**config.mk**
```make
export PLATFORM = sky130hd
export DESIGN_NAME = eprom_bank_rd
export DESIGN_NICKNAME = d
export VERILOG_FILES = /design/src/rtl/eprom_rd_pkg.sv /design/src/rtl/eprom_ce_decode.sv /design/src/rtl/eprom_gap_timer.sv /design/src/rtl/eprom_bank_rd.sv
export SDC_FILE = /design/constraint.sdc
export NUM_CORES = 1
export LEC_CHECK = 0
export BUFFER_PORTS_ARGS = -buffer_cell sky130_fd_sc_hd__buf_2
export CAP_MARGIN = 20
export CORE_MARGIN = 8
export CORE_UTILIZATION = 57
export DETAILED_ROUTE_END_ITERATION = 6
export GPL_TIMING_DRIVEN = 0
export PLACE_DENSITY_LB_ADDON = 0.12
export SYNTH_ARGS = -nofsm -noshare
export SYNTH_HDL_FRONTEND = slang
export SYNTH_HIERARCHICAL = 1
export SYNTH_SLANG_ARGS = --single-unit
```
**constraint.sdc**
```tcl
create_clock -name clk -period 3.4 [get_ports clk]
set_input_delay 0.34 -clock clk [delete_from_list [all_inputs] [get_ports clk]]
set_output_delay 0.34 -clock clk [all_outputs]
set_load 0.1 [all_outputs]
```
**src/rtl/eprom_rd_pkg.sv**
```systemverilog
package eprom_rd_pkg;

    typedef enum logic [1:0] {
        ST_IDLE   = 2'd0,
        ST_GAP    = 2'd1,
        ST_ACCESS = 2'd2
    } rd_state_e;

    // nanoseconds to whole clock cycles, rounded up
    function automatic int unsigned cyc_of(input int unsigned ns, input int unsigned clk_ns);
        return (ns + clk_ns - 1) / clk_ns;
    endfunction

endpackage

```
**src/rtl/eprom_ce_decode.sv**
```systemverilog
module eprom_ce_decode #(
    parameter int NUM_DEV = 4,
    parameter int SEL_W   = 2
) (
    input  logic               en,
    input  logic [SEL_W-1:0]   sel,
    output logic [NUM_DEV-1:0] ce_n
);
    for (genvar g = 0; g < NUM_DEV; g++) begin : g_sel
        assign ce_n[g] = ~(en && (sel == SEL_W'(g)));
    end
endmodule

```
**src/rtl/eprom_gap_timer.sv**
```systemverilog
module eprom_gap_timer #(
    parameter int N_FLT = 15,
    localparam int W = $clog2(N_FLT + 1)
) (
    input  logic clk,
    input  logic rst_n,
    input  logic load,
    output logic clear
);
    logic [W-1:0] cnt_d, cnt_q;

    always_comb begin
        cnt_d = cnt_q;
        if (load)
            cnt_d = W'(N_FLT - 1);
        else if (cnt_q != '0)
            cnt_d = cnt_q - 1'b1;
    end

    always_ff @(posedge clk or negedge rst_n) begin
        if (!rst_n) cnt_q <= '0;
        else        cnt_q <= cnt_d;
    end

    assign clear = (cnt_q == '0);
endmodule

```
**src/rtl/eprom_bank_rd.sv**
```systemverilog
module eprom_bank_rd
    import eprom_rd_pkg::*;
#(
    parameter int NUM_DEV    = 4,
    parameter int LOW_AW     = 12,
    parameter int DATA_W     = 8,
    parameter int CLK_NS     = 4,
    parameter int T_ADDR_NS  = 200,
    parameter int T_CE_NS    = 200,
    parameter int T_OE_NS    = 100,
    parameter int T_FLOAT_NS = 60,
    localparam int SEL_W  = (NUM_DEV > 1) ? $clog2(NUM_DEV) : 1,
    localparam int ADDR_W = LOW_AW + SEL_W
) (
    input  logic               clk,
    input  logic               rst_n,
    input  logic               req_valid,
    output logic               req_ready,
    input  logic [ADDR_W-1:0]  req_addr,
    output logic               rsp_done,
    output logic [DATA_W-1:0]  rsp_data,
    output logic [LOW_AW-1:0]  mem_addr,
    output logic [NUM_DEV-1:0] mem_ce_n,
    output logic               mem_oe_n,
    input  logic [DATA_W-1:0]  mem_dq_in
);
    localparam int unsigned N_ADDR  = cyc_of(T_ADDR_NS, CLK_NS);
    localparam int unsigned N_CE    = cyc_of(T_CE_NS, CLK_NS);
    localparam int unsigned N_OE    = cyc_of(T_OE_NS, CLK_NS);
    localparam int unsigned N_ACC0  = (N_ADDR > N_CE) ? N_ADDR : N_CE;
    localparam int unsigned N_ACC   = (N_ACC0 < 1) ? 1 : N_ACC0;
    localparam int unsigned N_FLT0  = cyc_of(T_FLOAT_NS, CLK_NS);
    localparam int unsigned N_FLT   = (N_FLT0 < 1) ? 1 : N_FLT0;
    localparam int unsigned OE_LEAD = (N_ACC > N_OE) ? N_ACC - N_OE : 0;
    localparam int CNT_W = $clog2(N_ACC + 1);
    localparam logic [CNT_W-1:0] LAST_C = CNT_W'(N_ACC - 1);
    localparam logic [CNT_W-1:0] LEAD_C = CNT_W'(OE_LEAD);

    typedef struct packed {
        rd_state_e          st;
        logic [CNT_W-1:0]   cnt;
        logic [SEL_W-1:0]   dev;
        logic [SEL_W-1:0]   last_dev;
        logic [LOW_AW-1:0]  addr;
        logic               oe_n;
        logic               done;
        logic [DATA_W-1:0]  data;
    } regs_t;

    regs_t r_d, r_q;
    logic [NUM_DEV-1:0] ce_n_d, ce_n_q;
    logic               flt_load, flt_clear;
    logic [SEL_W-1:0]   req_sel;

    assign req_sel = req_addr[ADDR_W-1:LOW_AW];

    always_comb begin
        r_d      = r_q;
        r_d.done = 1'b0;
        flt_load = 1'b0;
        unique case (r_q.st)
            ST_IDLE: begin
                if (req_valid) begin
                    r_d.dev  = req_sel;
                    r_d.addr = req_addr[LOW_AW-1:0];
                    if (!flt_clear && (req_sel != r_q.last_dev)) begin
                        r_d.st = ST_GAP;
                    end else begin
                        r_d.st   = ST_ACCESS;
                        r_d.cnt  = '0;
                        r_d.oe_n = (OE_LEAD != 0);
                    end
                end
            end
            ST_GAP: begin
                if (flt_clear) begin
                    r_d.st   = ST_ACCESS;
                    r_d.cnt  = '0;
                    r_d.oe_n = (OE_LEAD != 0);
                end
            end
            ST_ACCESS: begin
                if (r_q.cnt == LAST_C) begin
                    r_d.data     = mem_dq_in;
                    r_d.done     = 1'b1;
                    r_d.oe_n     = 1'b1;
                    r_d.st       = ST_IDLE;
                    r_d.last_dev = r_q.dev;
                    flt_load     = 1'b1;
                end else begin
                    r_d.cnt  = r_q.cnt + 1'b1;
                    r_d.oe_n = (r_d.cnt < LEAD_C);
                end
            end
            default: r_d.st = ST_IDLE;
        endcase
    end

    always_ff @(posedge clk or negedge rst_n) begin
        if (!rst_n) begin
            r_q      <= '{st: ST_IDLE, oe_n: 1'b1, default: '0};
            ce_n_q   <= '1;
        end else begin
            r_q      <= r_d;
            ce_n_q   <= ce_n_d;
        end
    end

    eprom_ce_decode #(.NUM_DEV(NUM_DEV), .SEL_W(SEL_W)) u_dec (
        .en   (r_d.st == ST_ACCESS),
        .sel  (r_d.dev),
        .ce_n (ce_n_d)
    );

    eprom_gap_timer #(.N_FLT(N_FLT)) u_gap (
        .clk   (clk),
        .rst_n (rst_n),
        .load  (flt_load),
        .clear (flt_clear)
    );

    assign req_ready = (r_q.st == ST_IDLE);
    assign rsp_done  = r_q.done;
    assign rsp_data  = r_q.data;
    assign mem_addr  = r_q.addr;
    assign mem_oe_n  = r_q.oe_n;
    assign mem_ce_n  = ce_n_q;

    assert_one_select_R2: assert property (@(posedge clk) disable iff (!rst_n)
        $countones(~mem_ce_n) <= 1);

    assert_addr_hold_R3: assert property (@(posedge clk) disable iff (!rst_n)
        !(&mem_ce_n) |=> (&mem_ce_n) || $stable(mem_addr));

    assert_oe_inside_ce_R5: assert property (@(posedge clk) disable iff (!rst_n)
        !mem_oe_n |-> !(&mem_ce_n));

    assert_release_on_done_R6: assert property (@(posedge clk) disable iff (!rst_n)
        rsp_done |-> (&mem_ce_n) && mem_oe_n);

    assert_done_single_R6: assert property (@(posedge clk) disable iff (!rst_n)
        rsp_done |=> !rsp_done);

    assert_busy_not_ready_R9: assert property (@(posedge clk) disable iff (!rst_n)
        !(&mem_ce_n) |-> !req_ready);

endmodule

```
Word level (Yosys, flattened, before mapping)
Cells that the tools add are included.
W data, S select, Z words.
- register bits after elaboration: 42
- input port bits: 25
- word-level logic and storage cells: 65
- $add $sub $neg: 2
- $lt $le $gt $ge: 1
- equality and inequality tests: 12
- muxes and demuxes: 20
- bitwise gates (word level): 4
- reductions and logical operators: 16
- operators by type and width (operator ; count):
    $mux W9 ; 2
    $pmux W6 S3 ; 1
    $mux W6 ; 2
    $mux W10 ; 1
    $eq A2 B2 Y1 const B ; 4
    $mux W4 ; 2
    $mux W8 ; 1
    $ne A2 B2 Y1 const B ; 4
    $add A6 B1 Y6 const B ; 1
    $eq A6 B6 Y1 const B ; 1
    $lt A6 B5 Y1 const B ; 1
    $mux W1 ; 6
    $mux W2 ; 3
    $pmux W2 S3 ; 1
    $logic_and A1 B1 Y1 ; 5
    $reduce_and A5 Y1 ; 1
    $eq A2 B1 Y1 const B ; 2
    $logic_not A2 Y1 ; 2
    $logic_not A4 Y1 ; 1
    $not A1 Y1 ; 4
    $reduce_and A2 Y1 ; 2
    $reduce_and A4 Y1 ; 1
    $reduce_bool A4 Y1 ; 1
    $sub A4 B1 Y4 const B ; 1
    5 further kinds ; 5

Depth between registers and ports, before layout
Gate-level depths: netlist of the first run.
- depth after elaboration: 9
- mapped depth: 9
- gate-level depth less buffers: 8

By module
Netlist of the first run, hierarchy kept.
- by module, submodules not included (module ; instances ; cells an instance ; area an instance (um^2)):
    eprom_bank_rd ; 1 ; 154 ; 1911.8
    eprom_gap_timer ; 1 ; 21 ; 229.0
    eprom_ce_decode ; 1 ; 4 ; 28.8

Worst setup path before layout of the first run
Ideal clock, no wire load.
- path kind: register to register
- start: register r_q[32] in the netlist's numbering
- end: register ce_n_q[0], in the netlist mem_ce_n[0]
- arrival time: 2.622 ns
- required time: 3.312 ns
- setup slack: 0.690 ns
- cell stages (with the launch flop): 7
- buffers on the path: 1
- cell sequence: dfrtp_1 -> inv_1 -> ha_1 -> nand2_1 -> buf_2 -> mux2_2 -> or3b_1
- RTL lines (element ; RTL line ; text):
    from (decl) ; eprom_bank_rd.sv:50 ; regs_t r_d, r_q;
    from (signal assigned) ; eprom_bank_rd.sv:104 ; r_q <= r_d;
    to (signal assigned) ; eprom_bank_rd.sv:105 ; ce_n_q <= ce_n_d;
    to (decl) ; eprom_bank_rd.sv:51 ; logic [NUM_DEV-1:0] ce_n_d, ce_n_q;

==> metrics.md, run 1 <==
| Metric | Value |
|---|---|
| Layout Skew | 5.93 ps |
| Clk Latency, worst-skew pair | 290 ps |
| Number of synthesized flops with an enable pin | 0 |
| Max-Cap Viols | 0 |
| Post-Route WL | 4.25 mm |
| Antenna violations before repair | 0 |
| Seq pwr share | 56.0% |
| Worst Tran Pin Value | 901 ps |
| Yosys top cell area share | 42.7% |
| # IOs | 52 |
| P_leak | 0.00141 uW |
| CTS Buf Count | 5 |
| Routability cong. | 0.760 |
| Crit end category | register |
| Clock network fraction of design power | 35.1% |
| DP HPWL | 3.24 mm |
| CTS Buffer Depth | 2 |
| Internal power | 693 uW |
| Cells after Synth | 179 |
| Iter 0 DRT Violations | 53 |
| Starting Density | 59.3% |
| Setup crit start kind | register |
| PortBufs | 51 |
| Slew headroom | 40.0% |
| Cell taking the most area after synthesis | dfrtp_1 |
| Layout cells sized above 1 | 47.1% |
| Depth of the most critical reg-to-reg path | 8 |
| DP Area | 2480 sq um |
| Mapped Area | 2170 sq um |
| Post-synthesis area per instance | 12.1 sq um |
| Post-Layout Cell Count | 286 |
| CP Max Fanout | 6 |
| Setup WS pre-CTS | 1000 ps |
| Clock-pin slew on the worst setup and hold paths | 70 ps |
| Area Overhead vs Synth | 18.7% |
| Pwr Density | 352 nW/um^2 |
| Arrival time worst endpoint | 2580 ps |
| Post-synth ARST share | 100% |
| Final instance area | 2580 sq um |
| Hold crit path type | input port to async pin |
| Htree depth | 2 |
| Ys Warns | 6 |
| CTS Hold Buffers Added | 0 |
| Vias in the first global route | 1624 |
| R2r endpoint | mem_ce_n[0] |
| Synthesized flop and latch total | 42 |
| Worst EP required | 3620 ps |
| R2r startpoint | u_gap/cnt_q[0] |
| CTS root buf | clkbuf_8 |
| VDD IR max | 0.000264 V |
| Overflow after GRT | 0 |
| # DRC | 0 |
| Die height | 77.7 um |
| # resized after CTS | 0 |
| Syn_nets | 211 |
| Largest net degree at the start of global routing | 43 |
| Core area | 3660 sq um |
| Slew Limit Fails | 0 |
| R2R Setup Slk | 1040 ps |
| Placed cell count | 278 |
| Top_reg_cell synth | dfrtp_1 |
| Final hold violation count | 0 |
| CTS tree | yes |
| Max frequency | 424 MHz |
| GRT Resource Usage Total | 14.5% |
| Register area share after synthesis | 48.7% |
| Switching share of total power | 23.6% |
| Placement Rows | 22 |
| Tmin final | 2360 ps |
| Most frequent cells in the layout | 52 x buf_2, 37 x dfrtp_1, 20 x buf_4, 11 x mux2_1 |
| Most common cell after layout, fill and taps aside | buf_2 |
| Setup bufs post-CTS | 0 |
| Synth unique cells | 43 |
| Antenna cells | 0 |
| Synth area leaders | dfrtp_1 43%, buf_4 6.9%, dfstp_2 6.1% |
| First drt pass iteration count | 4 |
| WL per Instance | 14.9 um |
| Status | completed |
| Via Count | 1525 |
| Die area | 6040 sq um |
| Detail Route Antenna Nets | 0 |
| Crit share post-route | 69.4% |
| Final setup viols | 0 |
| TNS Setup | 0 ps |
| First-pass GRT wire length | 7.22 mm |
| Clk sinks | 42 |
| Die width | 77.7 um |
| Final #Nets | 269 |
| RSZ-0062 raised after global routing | no |
| NetSw | 214 uW |
| Via density | 5.33 |
| Final worst slack | 1040 ps |
| Worst Setup Path Type | register to register |
| Combinational Power Share | 9.0% |
worst max-delay path by stage:
stage,depth (start not counted),slack (ps),start,to
after CTS,8,990,u_gap/cnt_q[0],mem_ce_n[0]
after global routing,8,810,u_gap/cnt_q[0],mem_ce_n[0]
after floorplan,6,690,r_q[32],mem_ce_n[0]
after global placement,8,1170,u_gap/cnt_q[0],mem_ce_n[0]
after detailed placement,8,1000,u_gap/cnt_q[0],mem_ce_n[0]
final,8,1040,u_gap/cnt_q[0],mem_ce_n[0]
critical path, stage by stage, from the launching register on:
cell	delay [ps]
dfrtp_1	430
inv_1	90
ha_1	220
nor3b_4	350
a21oi_1	100
o21ai_0	240
a221oi_2	110
nor3_1	370
or3b_1	390
cells in the mapped netlist, types with 2 or more instances:
library cell and instances:
dfrtp_1 37, buf_4 20, mux2_1 11, mux2_2 9, nor2_1 9, inv_1 8
nand2_1 8, ha_1 7, nand3_1 7, mux2_4 6, dfstp_2 5, nor3_1 5
a21oi_1 4, nor2b_1 3, o21ai_0 3, a32o_1 2, and4_1 2, buf_6 2
inv_2 2, nand2_2 2, nand3b_1 2, o21a_1 2, o21ai_1 2, xnor2_2 2
metrics by stage:
stage                     power (uW)  util [%]  hold slack [ps]
after floorplan                  569         -             44.4
after global placement           597      67.9              465
after detailed placement         599      67.9              480
after CTS                        920      70.4              195
after global routing             942      70.4              231
final                            907      70.4              172
power groups by stage:
stage	logic, uW	clock network (uW)	registers [uW]
after detailed placement	82.5	0	517
final	81.3	318	507
after floorplan	53.1	0	516
after global routing	86.5	348	508
after global placement	80.8	0	516
after CTS	82.8	330	507
metal layers:
layer,GRT usage [%],share of wire (%),up-vias
met1,15.0,38,747
met5,0,0,-
met4,5.66,1.3,0
met2,25.4,53,48
li1,-,-,724
met3,5.99,7.6,6
sequential cells by signal (all words and copies together), names as in the netlist:
register	count
rsp_data	8
u_gap/cnt_q	4
mem_addr	12
mem_ce_n	4
r_q	12
mem_oe_n	1
rsp_done	1
kinds of logic after synthesis:
kind of cell,count (synthesis),share of synthesized area [%]
simple gates,44,11.2
flops,42,48.7
buf+inv,33,9.92
mux,27,15.0
compound gates,24,9.57
fa+ha+maj,7,4.04
xor+xnor,2,1.50
layout make-up:
class | count | area (sq um)
plain buffers | 23 | 178
clock buffers | 7 | 86.3
clock inverters | 1 | 5.00
fillers | 266 | 1080
inverters | 10 | 37.5
multi-input cells | 104 | 897
flip-flops and latches | 42 | 1060
well taps | 48 | 60.1
repair buffers | 51 | 255
Power figures use the tool's default switching activity.
==> run 2: changes to the inputs <==
- ABC_AREA: default -> 1
- CORE_UTILIZATION: 57 -> 53
- clock period: 3.4 -> 2.4 ns (I/O delays scaled with it)
==> run 2 against run 1 <==
Net effect:
- register-to-register slack lost 590 ps
- highest routed layer unchanged
- sequential cell count is the same
- clock skew is 1.8 ps lower
- critical endpoint is now mem_ce_n[2]
- design area down 0.15%
- largest power group is now combinational cells
- cell count rose by 21%
==> metrics.md, run 2 <==
| Metric | Value |
|---|---|
| Status | completed |
| VDD IR max | 0.00111 V (+320%) |
| First-pass GRT wire length | 7.03 mm (-2.7%) |
| Worst Tran Pin Value | 908 ps (+7.57 ps) |
| Final instance area | 2570 sq um (-0.15%) |
| Crit-path slowest cell | o21ai_0 |
| Core area | 3910 sq um (+6.9%) |
| Largest net degree at the start of global routing | 43 (unchanged) |
| # DRC | 0 (unchanged) |
| Detail Route Antenna Nets | 0 (unchanged) |
| DP HPWL | 3.05 mm (-6.0%) |
| Die width | 79.1 um (+1.8%) |
| Depth of the most critical reg-to-reg path | 6 (-2) |
| Placement Rows | 23 (+4.5%) |
| GRT Resource Usage Total | 13.9% (-0.55 points) |
| Iter 0 DRT Violations | 79 (+49%) |
| Post-synthesis area per instance | 8.94 sq um (-26%) |
| Antenna cells | 0 (unchanged) |
| Synth area leaders | dfrtp_1 44%, nand2_1 13%, buf_4 7.5% |
| Crit path largest cell delay | 450 ps (+20 ps) |
| Most common cell in the synthesized netlist | nand2_1 |
| Yosys top cell area share | 43.9% (+1.2 points) |
| Starting Density | 53.9% (-5.4 points) |
| Clk Latency, worst-skew pair | 290 ps (about the same) |
| Max-Cap Viols | 0 (unchanged) |
| Hold crit path type | input port to async pin |
| P_leak | 0.00132 uW (-6.8%) |
| Fill cell count | 343 (+29%) |
| PortBufs | 51 (unchanged) |
| Cells after Synth | 236 (+32%) |
| Arrival time worst endpoint | 2150 ps (-430 ps) |
| Crit end category | register |
| WL per Instance | 11.5 um (-23%) |
| WP buf/inv | 2 (+1) |
| Vias in the first global route | 1624 (unchanged) |
| Final setup viols | 0 (unchanged) |
| Most frequent cells in the layout | 73 x nand2_1, 52 x buf_2, 37 x dfrtp_1, 24 x inv_1, 21 x buf_4 |
| Final #Nets | 326 (+21%) |
| Die height | 79.1 um (+1.8%) |
| Commonest cells post-synth | 73 x nand2_1, 37 x dfrtp_1, 24 x inv_1, 21 x buf_4, 14 x nand3_1 |
| CTS Buffer Depth | 2 (unchanged) |
| Syn_nets | 268 (+27%) |
| Pwr Density | 1390 nW/um^2 (+300%) |
| Max frequency | 513 MHz (+21%) |
| Top_reg_cell synth | dfrtp_1 |
| Htree depth | 2 (unchanged) |
| Crit share post-route | 81.2% (+12 points) |
| Area Overhead vs Synth | 21.9% |
| Slew headroom | 39.5% (-0.50 points) |
| # IOs | 52 (unchanged) |
| Crit-path cells | inv_1 -> ha_2 -> nand2_1 -> buf_2 -> o21ai_0 -> nand3_1 |
| CTS Hold Buffers Added | 0 (unchanged) |
| DP Area | 2430 sq um (-2.2%) |
| Overflow after GRT | 0 (unchanged) |
| Via Count | 1603 (+5.1%) |
| Layout Skew | 4.08 ps (-1.85 ps) |
| Post-Route WL | 3.97 mm (-6.6%) |
| CTS tree | yes |
| CP top delay family | compound AO/OA/AOI/OAI gates |
| Clk sinks | 42 (unchanged) |
| Layout cells sized above 1 | 34.9% (-12 points) |
| Mapped Area | 2110 sq um (-2.8%) |
| Synthesized flop and latch total | 42 (unchanged) |
| Antenna violations before repair | 0 (unchanged) |
| CP Max Fanout | 10 (+4) |
| Setup bufs post-CTS | 0 (unchanged) |
| Number of synthesized flops with an enable pin | 0 (unchanged) |
| CTS Buf Count | 5 (unchanged) |
| Worst EP required | 2600 ps (-1020 ps) |
| # resized after CTS | 0 (unchanged) |
| Cell taking the most area after synthesis | dfrtp_1 |
| Setup crit start kind | register |
| Ys Warns | 6 (unchanged) |
| Register area share after synthesis | 50.1% (+1.4 points) |
| First drt pass iteration count | 4 (unchanged) |
| CTS root buf | clkbuf_8 |
| Routability cong. | 0.822 (+8.1%) |
| Via density | 4.65 (-13%) |
| RSZ-0062 raised after global routing | no |
| Worst Setup Path Type | register to register |
| Final hold violation count | 0 (unchanged) |
| Die area | 6260 sq um (+3.6%) |
| Synth unique cells | 24 (-44%) |
| Clock-pin slew on the worst setup and hold paths | 80 ps (about the same) |
| TNS Setup | 0 ps (unchanged) |
| Slew Limit Fails | 0 (unchanged) |
| Post-synth ARST share | 100% (unchanged) |
| Tmin final | 1950 ps (-412 ps) |
| Total power draw | 3590 uW (+300%) |
| Most common cell after layout, fill and taps aside | nand2_1 |
| Crit. path cell count | 6 (-2) |
run 2: changes by cell type after synthesis, moves of 3 or more:
cell,change
mux2_2,-3
nor2b_1,-3
o21ai_0,+3
mux2_1,-5
mux2_4,-6
inv_1,+16
nand2_1,+65
o21ai_1,+7
nor3_1,-5
nand3_1,+7
run 2: power by group:
group          switching (uW)  internal (uW)  leakage, uW  total (uW)
Sequential               98.4            904     0.000494        1000
Combinational            1460            447     0.000751        1910
Clock                     235            443    0.0000714         679
Total                    1790           1790      0.00132        3590
run 2: logic make-up after synthesis:
family,synth area share [%]
simple gates,22.0
buf+inv,13.0
flops,50.1
compound gates,4.27
mux,6.41
fa+ha+maj,4.15
run 2: path summary, 6_finish.rpt:
kind	startpoint	endpoint	slack (ps)
max	r_q[33]	mem_ce_n[2]	450
min	rst_n	rsp_data[2]	70
max reg2reg	r_q[33]	mem_ce_n[2]	450
min reg2reg	mem_oe_n	mem_oe_n	470
max in group asynchronous	rst_n	r_q[28]	1750
min in group clk	mem_dq_in[5]	rsp_data[5]	140
run 2: per-layer routing:
metal | vias up | routed length (um) | track usage, %
met5 | - | 0 | 0
li1 | 833 | - | -
met1 | 722 | 1750 | 15.5
met2 | 41 | 1830 | 23.7
met3 | 7 | 338 | 5.64
met4 | 0 | 51 | 4.44
run 2: stage by stage:
stage                     hold WS [ps]  std cells  worst slack [ps]  util (%)
final                             71.6        345               451      65.7
after detailed placement           430        337               441      62.1
after global placement             433        337               462      62.1
after floorplan                  -55.6        236               316         -
after global routing               139        345               238      65.7
after CTS                          111        345               417      65.7
run 2: cell type report:
type / count / area (sq um) / share of cell area [%]
clock inverters: 2 / 60.1 / 2.33
multi-input cells: 144 / 779 / 30.3
repair buffers: 51 / 255 / 9.92
inverters: 27 / 101 / 3.94
flip-flops and latches: 42 / 1060 / 41.1
clock buffers: 6 / 82.6 / 3.21
well taps: 50 / 62.6 / 2.43
plain buffers: 23 / 174 / 6.76
